<file path="src/rtl/mmav_pkg.sv">
package mmav_pkg;

    typedef enum logic [1:0] {
        ST_IDLE   = 2'd0,
        ST_SCAN   = 2'd1,
        ST_FINISH = 2'd2
    } mmav_state_e;

    localparam logic [1:0] SEL_ZERO = 2'b00;
    localparam logic [1:0] SEL_MIN  = 2'b01;
    localparam logic [1:0] SEL_MAX  = 2'b10;
    localparam logic [1:0] SEL_MEAN = 2'b11;

endpackage

</file>
<file path="src/rtl/mmav_store.sv">
module mmav_store #(
    parameter int DATA_W = 8,
    parameter int DEPTH  = 32,
    localparam int ADDR_W = $clog2(DEPTH)
) (
    input  logic              clk_i,
    input  logic              rst_i,
    input  logic              lock_i,
    input  logic              wr_en_i,
    input  logic [ADDR_W-1:0] wr_addr_i,
    input  logic [DATA_W-1:0] wr_data_i,
    input  logic [ADDR_W-1:0] rd_addr_i,
    output logic [DATA_W-1:0] rd_data_o
);

    logic [DATA_W-1:0] mem_d [DEPTH];
    logic [DATA_W-1:0] mem_q [DEPTH];

    // one row per entry, each with its own write decode
    for (genvar g = 0; g < DEPTH; g++) begin : g_row
        always_comb begin
            mem_d[g] = mem_q[g];
            if (wr_en_i && !lock_i && (wr_addr_i == ADDR_W'(g))) begin
                mem_d[g] = wr_data_i;
            end
        end

        always_ff @(posedge clk_i or posedge rst_i) begin
            if (rst_i) begin
                mem_q[g] <= '0;
            end else begin
                mem_q[g] <= mem_d[g];
            end
        end
    end

    assign rd_data_o = mem_q[rd_addr_i];

endmodule

</file>
<file path="src/rtl/mmav_ctrl.sv">
module mmav_ctrl
    import mmav_pkg::*;
#(
    parameter int DEPTH = 32,
    localparam int ADDR_W = $clog2(DEPTH)
) (
    input  logic              clk_i,
    input  logic              rst_i,
    input  logic              go_i,
    output logic              busy_o,
    output logic              scan_o,
    output logic              init_o,
    output logic              fin_o,
    output logic [ADDR_W-1:0] idx_o,
    output logic              done_o
);

    typedef struct packed {
        mmav_state_e       state;
        logic [ADDR_W-1:0] idx;
        logic              done;
    } ctrl_t;

    ctrl_t st_d, st_q;

    always_comb begin
        st_d   = st_q;
        init_o = 1'b0;
        unique case (st_q.state)
            ST_IDLE: begin
                if (go_i) begin
                    init_o     = 1'b1;
                    st_d.state = ST_SCAN;
                    st_d.idx   = '0;
                    st_d.done  = 1'b0;
                end
            end
            ST_SCAN: begin
                st_d.idx = st_q.idx + 1'b1;
                if (st_q.idx == ADDR_W'(DEPTH - 1)) begin
                    st_d.state = ST_FINISH;
                end
            end
            ST_FINISH: begin
                st_d.state = ST_IDLE;
                st_d.done  = 1'b1;
            end
            default: st_d.state = ST_IDLE;
        endcase
    end

    always_ff @(posedge clk_i or posedge rst_i) begin
        if (rst_i) begin
            st_q <= '{state: ST_IDLE, idx: '0, done: 1'b0};
        end else begin
            st_q <= st_d;
        end
    end

    assign busy_o = (st_q.state != ST_IDLE);
    assign scan_o = (st_q.state == ST_SCAN);
    assign fin_o  = (st_q.state == ST_FINISH);
    assign idx_o  = st_q.idx;
    assign done_o = st_q.done;

endmodule

</file>
<file path="src/rtl/mmav_acc.sv">
module mmav_acc #(
    parameter int DATA_W = 8,
    parameter int DEPTH  = 32,
    localparam int ADDR_W = $clog2(DEPTH),
    localparam int SUM_W  = DATA_W + ADDR_W
) (
    input  logic              clk_i,
    input  logic              rst_i,
    input  logic              init_i,
    input  logic              en_i,
    input  logic              fin_i,
    input  logic [DATA_W-1:0] word_i,
    output logic [DATA_W-1:0] min_o,
    output logic [DATA_W-1:0] max_o,
    output logic [DATA_W-1:0] mean_o
);

    typedef struct packed {
        logic [DATA_W-1:0] lo;
        logic [DATA_W-1:0] hi;
        logic [SUM_W-1:0]  sum;
        logic [DATA_W-1:0] mean;
    } acc_t;

    acc_t ac_d, ac_q;

    always_comb begin
        ac_d = ac_q;
        if (init_i) begin
            ac_d.lo  = '1;
            ac_d.hi  = '0;
            ac_d.sum = '0;
        end else if (en_i) begin
            ac_d.sum = ac_q.sum + SUM_W'(word_i);
            if (word_i < ac_q.lo) ac_d.lo = word_i;
            if (word_i > ac_q.hi) ac_d.hi = word_i;
        end
        if (fin_i) begin
            ac_d.mean = DATA_W'(ac_q.sum >> ADDR_W);
        end
    end

    always_ff @(posedge clk_i or posedge rst_i) begin
        if (rst_i) begin
            ac_q <= '0;
        end else begin
            ac_q <= ac_d;
        end
    end

    assign min_o  = ac_q.lo;
    assign max_o  = ac_q.hi;
    assign mean_o = ac_q.mean;

endmodule

</file>
<file path="src/rtl/mmav_scan_unit.sv">
module mmav_scan_unit
    import mmav_pkg::*;
#(
    parameter int DATA_W = 8,
    parameter int DEPTH  = 32,
    localparam int ADDR_W = $clog2(DEPTH)
) (
    input  logic              clk_i,
    input  logic              rst_i,
    input  logic              wr_en_i,
    input  logic [ADDR_W-1:0] wr_addr_i,
    input  logic [DATA_W-1:0] wr_data_i,
    input  logic              go_i,
    input  logic [1:0]        res_sel_i,
    output logic [DATA_W-1:0] res_data_o,
    output logic              done_o
);

    logic              busy, scan_phase, acc_init, acc_fin;
    logic [ADDR_W-1:0] scan_idx;
    logic [DATA_W-1:0] scan_word, min_val, max_val, mean_val;

    mmav_ctrl #(.DEPTH(DEPTH)) ctrl_i (
        .clk_i  (clk_i),
        .rst_i  (rst_i),
        .go_i   (go_i),
        .busy_o (busy),
        .scan_o (scan_phase),
        .init_o (acc_init),
        .fin_o  (acc_fin),
        .idx_o  (scan_idx),
        .done_o (done_o)
    );

    mmav_store #(.DATA_W(DATA_W), .DEPTH(DEPTH)) store_i (
        .clk_i     (clk_i),
        .rst_i     (rst_i),
        .lock_i    (busy),
        .wr_en_i   (wr_en_i),
        .wr_addr_i (wr_addr_i),
        .wr_data_i (wr_data_i),
        .rd_addr_i (scan_idx),
        .rd_data_o (scan_word)
    );

    mmav_acc #(.DATA_W(DATA_W), .DEPTH(DEPTH)) acc_i (
        .clk_i  (clk_i),
        .rst_i  (rst_i),
        .init_i (acc_init),
        .en_i   (scan_phase),
        .fin_i  (acc_fin),
        .word_i (scan_word),
        .min_o  (min_val),
        .max_o  (max_val),
        .mean_o (mean_val)
    );

    always_comb begin
        unique case (res_sel_i)
            SEL_MIN:  res_data_o = min_val;
            SEL_MAX:  res_data_o = max_val;
            SEL_MEAN: res_data_o = mean_val;
            default:  res_data_o = '0;
        endcase
    end

endmodule

</file>
<file path="config.mk">
export PLATFORM = sky130hd
export DESIGN_NAME = mmav_scan_unit
export DESIGN_NICKNAME = d
export VERILOG_FILES = /design/src/rtl/mmav_pkg.sv /design/src/rtl/mmav_store.sv /design/src/rtl/mmav_ctrl.sv /design/src/rtl/mmav_acc.sv /design/src/rtl/mmav_scan_unit.sv
export SDC_FILE = /design/constraint.sdc
export NUM_CORES = 1
export LEC_CHECK = 0
export BUFFER_PORTS_ARGS = -buffer_cell sky130_fd_sc_hd__buf_2
export CORE_MARGIN = 2
export CORE_UTILIZATION = 29
export CTS_BUF_LIST = sky130_fd_sc_hd__clkbuf_16
export CTS_CLUSTER_SIZE = 40
export DETAILED_ROUTE_END_ITERATION = 12
export PLACE_DENSITY = 0.46
export SLEW_MARGIN = 20
export SYNTH_ARGS = -nofsm -noshare
export SYNTH_HDL_FRONTEND = slang
export SYNTH_SLANG_ARGS = --single-unit
</file>
<file path="constraint.sdc">
create_clock -name clk_i -period 13.1 [get_ports clk_i]
set_clock_uncertainty 0.1 [all_clocks]
set_input_delay 0 -clock clk_i [delete_from_list [all_inputs] [get_ports clk_i]]
set_output_delay 0 -clock clk_i [all_outputs]
set_load 0.1 [all_outputs]
</file>
Word-level counts from Yosys, hierarchy flattened
Cells that the tools add are included.
- $add $sub $neg: 2
- $mul: 0
- div/mod/pow operators: 0
- $lt $le $gt $ge: 3
- equal/unequal tests: 39
- shifts and indexed selects: 0
- multiplexer cells: 15
- bitwise operators: 1
- reductions and logical operators: 47
- operators with widths (operator ; count):
    equality test 5 bit (second input constant) ; 17
    two-way mux 29 bit ; 2
    binary-select mux 8 bit (select 5 bit) ; 1
    equality test 5 x 4 -> 1 bit (second input constant) ; 8
    two-way mux 8 bit ; 5
    logical AND 1 bit ; 33
    case mux 8 bit (3 select lines) ; 1
    equality test 5 x 3 -> 1 bit (second input constant) ; 4
    adder 13 x 8 -> 13 bit ; 1
    nonzero test 2 bit ; 6
    equality test 5 x 2 -> 1 bit (second input constant) ; 2
    case mux 5 bit (2 select lines) ; 1
    AND reduction 2 bit ; 5
    > comparator 8 bit ; 1
    less-than comparator 8 bit ; 1
    equality test 2 bit (second input constant) ; 3
    greater-or-equal comparator 6 bit (second input constant) ; 1
    NOT 5 -> 6 bit ; 1
    adder 5 x 1 -> 5 bit (second input constant) ; 1
    equality test 5 x 1 -> 1 bit (second input constant) ; 1
    logical NOT 5 bit ; 1
    equality test 2 x 1 -> 1 bit (second input constant) ; 2
    != test 2 bit (second input constant) ; 2
    case mux 2 bit (2 select lines) ; 1
    5 further kinds ; 6
- register bits: 301
- latch bits: 0
- RAM bits: 0
- memory bits (read-only): 0
- output and inout bits: 9
- memories: 0

Logic depth before layout (Yosys ltp)
Gate-level depths: netlist (run 1).
- depth in word-level cells: 8
- mapped depth: 19
- mapped depth without buffers: 15

By module
A second synthesis (run 1) with hierarchy kept.
- cells, all modules: 1026
- area, all modules: 14941.8 um^2
- by module, submodules not included (module ; instances ; cells an instance ; area each (um^2) ; seq. area each (um^2)):
    mmav_store ; 1 ; 708 ; 11813.8 ; 6406.1
    mmav_acc ; 1 ; 258 ; 2507.4 ; 925.9
    mmav_ctrl ; 1 ; 40 ; 429.2 ; 200.2
    mmav_scan_unit ; 1 ; 20 ; 191.4 ; 0.0

Worst setup path before layout (run 1)
OpenSTA, ideal clock, no wires.
- path kind: flip-flop to flip-flop
- start: register ctrl_i.st_q (netlist bit ctrl_i.idx_o[1])
- end: register acc_i.ac_q (netlist bit acc_i.min_o[2])
- library setup time: 0.138 ns
- arrival: 3.739 ns
- required time: 12.862 ns
- path slack: 9.123 ns
- cell stages (with the launch flop): 16
- path buffers: 4
- period minus slack after synthesis: 3.977 ns
- cells stage by stage: dfrtp_1 -> buf_6 -> buf_12 -> clkbuf_1 -> mux4_2 -> mux4_2 -> mux2_4 -> ha_1 -> a21o_1 -> a21o_1 -> a211oi_1 -> nor2b_1 -> a31oi_4 -> buf_6 -> nor2_1 -> a31oi_1
- word-level cells in the longest chain between the ends: 7
- RTL lines (what ; line ; RTL):
    start, declared ; mmav_ctrl.sv:24 ; ctrl_t st_d, st_q;
    start signal, assigned ; mmav_ctrl.sv:54 ; st_q <= '{state: ST_IDLE, idx: '0, done: 1'b0};
    start signal, assigned ; mmav_ctrl.sv:56 ; st_q <= st_d;
    NOT 5 -> 6 bit (not written as such) * ; mmav_store.sv:37 ; assign rd_data_o = mem_q[rd_addr_i];
    binary-select mux 8 bit (select 5 bit) * ; mmav_store.sv:37 ;
    two-way mux 8 bit (not written as such) * (2 in a row) ; mmav_store.sv:37 ;
    less-than comparator 8 bit or two-way mux 8 bit (tied branches) ; mmav_acc.sv:35 ; if (word_i < ac_q.lo) ac_d.lo = word_i;
    nonzero test 2 bit (no line) or two-way mux 29 bit (tied branches) ; -- ;
    AND reduction 2 bit (no line) or two-way mux 29 bit (tied branches) ; -- ;
    end signal, assigned ; mmav_acc.sv:45 ; ac_q <= '0;
    end signal, assigned ; mmav_acc.sv:47 ; ac_q <= ac_d;
    end, declared ; mmav_acc.sv:25 ; acc_t ac_d, ac_q;
Every way passes the cells marked *; elsewhere a longest branch is shown, timed or not. The select of a mux whose other input is x is not followed.
A chain may end at the register's enable or synchronous reset.

Worst setup path in the final report (run 1)
- start: register ctrl_i.st_q (netlist bit ctrl_i.idx_o[0])
- end: register acc_i.ac_q (netlist bit acc_i.min_o[1])
Same word-level chain as after synthesis.

==> flow_summary.ini, run 1 <==
[status]
status = completed

[setup_path]
worstSetupStartpointType = flip-flop
reg2reg_depth = 12
arrival_ps = 5270
worstSetupPathType = reg2reg
reg2reg_slack_ps = 8090
end_kind = flip-flop
worst-endpoint-required_ps = 13360
crit_fanout = 44

[detailed_routing]
drt-total-wl_um = 36900
post_drt_wl_per_cell_um = 21.3
dr.pass1.iters = 4
drtAntennaViolNets = 0
drc = 0
dr.first_iter.drc_count = 332
dr_total_vias = 8411
vias_per_cell = 4.86

[place]
dp_slack_ps = 8000
dp_cells = 1660
place.gp.congestion = 0.718
hpwl_um = 23500
io_buffers = 27

[clocking]
cts_sinks = 301
clk_pin_slew_worst_paths_ps = 50
holdBufCountCts = 2
numCtsBuffers = 37
tritoncts = done
cts_resized = 0
clk_path_buf_depth = 3
postCtsSetupBuffers = 0
htreeDepth = 2
clk_latency_ps = 560
root_buffer = clkbuf_16

[sta]
timing.final.ws_setup_ps = 8090
finalSetupViolCount = 0
worst_slew_pin_slew_ps = 1080
slew_violations = 0
hold_viol = 0
fin_crit_sh_pct = 38.2
clock.fmax_mhz = 200
fin_crit_ps = 5010
fin_tns_setup_ps = 0
grt_setup_unrepaired = no
maxSlewHeadroom_pct = 27.6

[yosys]
yosys_warnings = 0
async_flop_share_pct = 100
seq_area_frac_synth_pct = 51.3
netlist_instances = 1014
netlist-cell-type-count = 49
syn_area_per_cell_sq_um = 14.5
synth-main-ff-cell = dfrtp_1
ys_ff_latch = 301
syn-num-nets = 1059
synth_edf_count = 0
synthesis.area_sq_um = 14700

[min_path]
hold_class = in2reg
hold_depth = 3

[die]
ios = 28
core_area_sq_um = 50100
dieArea_sq_um = 52400
fp-row-count = 82
die_x_um = 229
dieHeight_um = 229
start_util_pct = 29.3

[final_layout]
fin_nets = 1074
regArea_sq_um = 7540
fin_util_pct = 33.1
multi_input_comb_area_sq_um = 6700
fillers = 5027
drive_gt1_share_pct = 28.4
final_cell_count_no_fill = 1731
syn2layout_area_growth_pct = 12.9

[flow_run]
drv_cap = 0

[grt]
track_usage_pct = 14.4
antenna_found_initial = 1
grt_pass1_wl_um = 57400
grt_max_degree = 105
globalRouteOverflowTotal = 0
grt_pass1_vias = 8861

[power]
peakVddDrop_uv = 104
p_leak_nw = 8.05
p_per_area_nw_per_um2 = 190
-- cells in the mapped netlist (2+ instances only) --
| cell type | count | area share [%] |
|---|---|---|
| o31ai_1 | 2 | 0.10 |
| o211ai_1 | 3 | 0.15 |
| mux4_1 | 34 | 6.1 |
| a21oi_1 | 7 | 0.24 |
| nand2_1 | 57 | 1.5 |
| nand3_1 | 16 | 0.55 |
| nand2b_1 | 10 | 0.43 |
| nor2b_1 | 10 | 0.43 |
| o21ai_0 | 28 | 0.96 |
| and2_1 | 2 | 0.085 |
| inv_1 | 23 | 0.59 |
| buf_2 | 3 | 0.10 |
| o21ai_1 | 5 | 0.17 |
| ha_1 | 25 | 2.1 |
| buf_12 | 2 | 0.27 |
| or4_1 | 2 | 0.10 |
| clkbuf_1 | 44 | 1.1 |
| a22o_1 | 8 | 0.48 |
| o2111ai_1 | 2 | 0.12 |
| and3_1 | 3 | 0.13 |
| mux2i_1 | 16 | 1.1 |
| a211oi_1 | 3 | 0.15 |
| nor3_2 | 2 | 0.14 |
| mux2_4 | 12 | 1.2 |
| a21o_1 | 6 | 0.31 |
| nor3_1 | 5 | 0.17 |
| mux2_1 | 113 | 8.7 |
| buf_6 | 10 | 0.77 |
| mux4_2 | 40 | 6.1 |
| nand4_1 | 7 | 0.30 |
| xnor2_1 | 3 | 0.18 |
| a31oi_1 | 7 | 0.30 |
| nor2_1 | 35 | 0.90 |
| inv_2 | 4 | 0.10 |
| mux2_2 | 151 | 12 |
| dfrtp_1 | 301 | 51 |
-- sequential cells by signal (all words and copies together) (netlist names) --
| signal | cells |
|---|---|
| acc_i.min_o | 8 |
| ctrl_i.idx_o | 5 |
| store_i.mem_q | 256 |
| ctrl_i.done_o | 1 |
| ctrl_i.st_q | 2 |
| acc_i.max_o | 8 |
| acc_i.mean_o | 8 |
| acc_i.ac_q | 13 |
-- final cells by class --
class | instances | share of cell area [%]
clock inverters | 30 | 1.25
clock buffers | 38 | 5.74
repair buffers | 37 | 1.32
multi-input cells | 625 | 40.4
diodes | 1 | 0.0151
flip-flops and latches | 301 | 45.5
well taps | 672 | 5.08
inverters | 27 | 0.657
-- path summary, 6_finish.rpt --
path	startpoint	endpoint
hold / removal	go_i	ctrl_i.idx_o[4]
min in group asynchronous	rst_i	store_i.mem_q[82]
setup / recovery	ctrl_i.idx_o[0]	acc_i.min_o[1]
setup reg to reg	ctrl_i.idx_o[0]	acc_i.min_o[1]
hold reg to reg	ctrl_i.done_o	ctrl_i.done_o
max in group asynchronous	rst_i	store_i.mem_q[165]
-- placed cells by master, fill, tap and decap left out, types with 4 or more instances in the layout --
cell	Yosys	final
dfrtp_1	301	299
mux2_2	151	151
mux2_1	113	113
nand2_1	57	57
mux4_2	40	40
clkbuf_16	0	38
nor2_1	35	34
mux4_1	34	34
inv_1	23	30
o21ai_0	28	28
buf_2	3	27
ha_1	25	25
nand3_1	16	16
mux2i_1	16	16
mux2_4	12	12
clkinv_1	0	12
nand2b_1	10	10
nor2b_1	10	10
a22o_1	8	8
nand4_1	7	7
a21oi_1	7	7
a31oi_1	7	7
buf_4	0	7
a21o_1	6	6
o21ai_1	5	5
clkinv_2	0	5
nor3_2	2	4
inv_2	4	4
-- layer usage --
| layer | GRT usage [%] | up-vias | routed length [um] |
|---|---|---|---|
| li1 | - | 3819 | - |
| met1 | 20.8 | 4435 | 18400 |
| met2 | 22.3 | 110 | 16600 |
| met3 | 2.31 | 47 | 1190 |
| met4 | 4.06 | 0 | 759 |
| met5 | 0 | - | 0 |
-- kinds of logic after synthesis --
| kind of cell | Yosys count | synth area share (%) |
|---|---|---|
| muxes | 366 | 34.8 |
| DFF | 301 | 51.3 |
| and+or+nand+nor | 151 | 4.77 |
| buffers and inverters | 88 | 3.09 |
| AOI/OAI and AO/OA | 78 | 3.49 |
| adders and majority gates | 26 | 2.27 |
| xor gates and xnor gates | 4 | 0.239 |
-- through the flow --
stage	instance area [sq um]	power (W)	hold slack, ps
6_report	16600	0.00314	15.9
5_1_grt	16600	0.00334	52.3
4_1_cts	16600	0.00320	8.48
3_5_place_dp	15400	0.00220	118
3_3_place_gp	15400	0.00218	116
2_1_floorplan	14700	0.00199	34.7
-- worst max-delay path, stage by stage (launching register included) --
cell and delay [ps]:
dfrtp_4 700, buf_4 740, mux4_1 650, mux4_2 490, mux2_4 330, ha_1 320, a21o_1 160, a21o_1 170
a211oi_1 480, nor2b_1 320, a31oi_4 120, nor2_1 150, a31oi_1 60
-- where the power goes --
| part | internal (W) | leakage, nW | switching [W] | total, W |
|---|---|---|---|---|
| registers | 0.00108 | 4.06 | 0.000122 | 0.00120 |
| clock network | 0.000567 | 0.594 | 0.000414 | 0.000981 |
| logic | 0.000440 | 3.39 | 0.000517 | 0.000957 |
(Power assumes the default switching activity.)
==> run 2: changes to the inputs <==
--- a/config.mk
+++ b/config.mk
@@ -5,6 +5,7 @@
 export SDC_FILE = /design/constraint.sdc
 export NUM_CORES = 1
 export LEC_CHECK = 0
+export ABC_AREA = 1
 export BUFFER_PORTS_ARGS = -buffer_cell sky130_fd_sc_hd__buf_2
 export CORE_MARGIN = 2
 export CORE_UTILIZATION = 29
==> constraint.sdc (replaced) <==
create_clock -name clk_i -period 4.7 [get_ports clk_i]
set_clock_uncertainty 0.1 [all_clocks]
set_input_delay 0 -clock clk_i [delete_from_list [all_inputs] [get_ports clk_i]]
set_output_delay 0 -clock clk_i [all_outputs]
set_load 0.1 [all_outputs]
==> flow_summary.ini, run 2 <==
[grt]
grt_pass1_wl_um = 68600
grt_pass1_vias = 11500
antenna_found_initial = 0
globalRouteOverflowTotal = 0
track_usage_pct = 17.5
grt_max_degree = 156

[yosys]
seq_area_frac_synth_pct = 53.1
netlist_instances = 1701
netlist-cell-type-count = 33
syn-num-nets = 1746
async_flop_share_pct = 100
syn_area_per_cell_sq_um = 8.34
yosys.area.top_type = dfrtp_1
netlist_top_cells_area = dfrtp_1, o21ai_0, nand2_1
synthesis.area_sq_um = 14200
synth-main-ff-cell = dfrtp_1
synth_top_area_share_pct = 53.1
synth_common_cells = dfrtp_1, nand2_1, o21ai_0
yosys_warnings = 0
synth_edf_count = 0
ys_ff_latch = 301
synth_most_common_cell = dfrtp_1

[sta]
fin_crit_sh_pct = 83.8
fin_tns_setup_ps = 0
slew_violations = 0
clock.fmax_mhz = 254
fin_crit_ps = 3940
worst_slew_pin_slew_ps = 1080
grt_setup_unrepaired = no
maxSlewHeadroom_pct = 27.8
finalSetupViolCount = 0
hold_viol = 0

[flow_run]
drv_cap = 0

[detailed_routing]
post_drt_wl_per_cell_um = 18.4
dr.first_iter.drc_count = 830
vias_per_cell = 4.98
dr.pass1.iters = 5
drtAntennaViolNets = 0
drc = 0
dr_total_vias = 11700
drt-total-wl_um = 43000

[setup_path]
crit_fanout = 54
critPathBufInv = 3
arrival_ps = 4260
worstPathCellList = buf_4 > o21ai_0 > o22ai_1 > nor2_1 > o211ai_1 > nand2_1 > fa_1 > inv_1 > nand2_1 > inv_1 > nand2_1 > nand2_1 > nand2_1 > nand2_1 > a21oi_1 > nor2_1 > nor2_1 > o21bai_1 > nand2_1 > nor2_1 > nand3_1 > nand3_1 > nand2_1
critPathMostFrequentCell = nand2_1
r2r-start = ctrl_i.idx_o[1]
cp_slowest_stage_delay_ps = 560
worst-endpoint-required_ps = 5020
cp_top_family = simple AND/OR/NAND/NOR gates
worstSetupStartpointType = flip-flop
end_kind = flip-flop
cpMaxStageDelayCell = buf_4
crit_start = ctrl_i.idx_o[1]
worstSetupPathType = reg2reg

[min_path]
hold_class = in2reg
hp-start = wr_addr_i[1]

[place]
hpwl_um = 27100
io_buffers = 27
dp_cells = 2262
placed_area_sq_um = 14900
place.gp.congestion = 0.810

[power]
peakVddDrop_uv = 350
p_total_w = 0.0117
p_per_area_nw_per_um2 = 719
p_leak_nw = 7.51

[final_layout]
final_common_cell = dfrtp_1
fillers = 5110
stdcell_area_sq_um = 16200
largest_register_ffs = 256
fin_util_pct = 33.3
drive_gt1_share_pct = 7.91
fin_nets = 1734
final_cell_mix = dfrtp_1, nand2_1, o21ai_0, nor2_1, a21oi_1
diodes = 0
syn2layout_area_growth_pct = 14.4
reg_top3 = store_i.mem_q (256), acc_i.ac_q (13)
final_cell_count_no_fill = 2341
top_register = store_i.mem_q

[clocking]
clk_pin_slew_worst_paths_ps = 60
cts_sinks = 301
htreeDepth = 2
root_buffer = clkbuf_16
tritoncts = done
clk_latency_ps = 560
numCtsBuffers = 38
clk_path_buf_depth = 3

[die]
die_x_um = 225
start_util_pct = 29.2
ios = 28
dieHeight_um = 225
fp-row-count = 81
core_area_sq_um = 48600
dieArea_sq_um = 50700

[status]
status = completed
[run 2: cell count changes after synthesis, moves of 34 or more]
cell	before	now
a21oi_1	7	169
inv_1	23	96
mux2_1	113	0
mux2_2	151	1
mux4_1	34	0
mux4_2	40	0
nand2_1	57	279
nand3_1	16	79
nor2_1	35	255
o21ai_0	28	266
[run 2: cells by family (layout without fill, tap and decap cells)]
kind of cell / after synthesis / in the layout / share of synthesized area, %
AO/OA/AOI/OAI: 522 / 522 / 20.0
XOR/XNOR: 1 / 1 / 0.0618
adder cells (fa/ha/maj): 26 / 26 / 2.35
buffers and inverters: 214 / 232 / 6.14
flip-flops: 301 / 301 / 53.1
multiplexers: 1 / 1 / 0.0794
AND/OR/NAND/NOR: 636 / 636 / 18.3
[run 2: power breakdown]
group	internal [W]	switching (W)	total [W]
clock network	0.00173	0.00115	0.00287
registers	0.00329	0.000363	0.00366
logic	0.00169	0.00345	0.00514
total	0.00671	0.00496	0.0117
[run 2: repair_timing]
item	in CTS	in global routing
hold buffers	8	1
resized for setup	0	0
hold endpoints to repair	370	23
buffers inserted	0	0
[run 2: metal layers]
| metal | global-route usage (%) | up-vias | part of all wire, % | wire [um] |
|---|---|---|---|---|
| li1 | - | 5700 | - | - |
| met1 | 24.4 | 5619 | 47 | 20400 |
| met2 | 27.4 | 274 | 45 | 19300 |
| met3 | 3.43 | 72 | 5.0 | 2140 |
| met4 | 5.55 | 0 | 2.8 | 1190 |
| met5 | 0 | - | 0 | 0 |
[run 2: area by class of cell]
class                   count  area, sq um  share of cell area [%]
flip-flops and latches    301         7540                    46.5
multi-input cells        1186         5810                    35.8
clock buffers              41         1030                    6.32
well taps                 622          778                    4.80
repair buffers             61          488                    3.01
inverters                 101          384                    2.37
clock inverters            29          199                    1.23
[run 2: metrics by stage]
step / setup slack (ps) / hold slack, ps
floorplan: 599 / 21.0
global placement: 770 / 179
detailed placement: 765 / 179
CTS: 736 / 17.3
global route: 360 / 29.4
finish: 761 / 13.2
[run 2: path summary, 6_finish.rpt]
path / depth (start not counted) / slack (ps) / endpoint
max reg2reg: 23 / 760 / acc_i.ac_q[20]
min: 6 / 10 / store_i.mem_q[95]
max in group asynchronous: 4 / 3610 / ctrl_i.idx_o[1]
min in group asynchronous: 4 / 100 / acc_i.ac_q[18]
min reg2reg: 2 / 380 / store_i.mem_q[85]
max: 23 / 760 / acc_i.ac_q[20]
[run 2: worst min-delay path: cells and delay by family]
| kind | cells | cell delay (ps) |
|---|---|---|
| AND/OR/NAND/NOR | 3 | 330 |
| buffers and inverters | 2 | 250 |
| AO/OA/AOI/OAI | 1 | 50 |
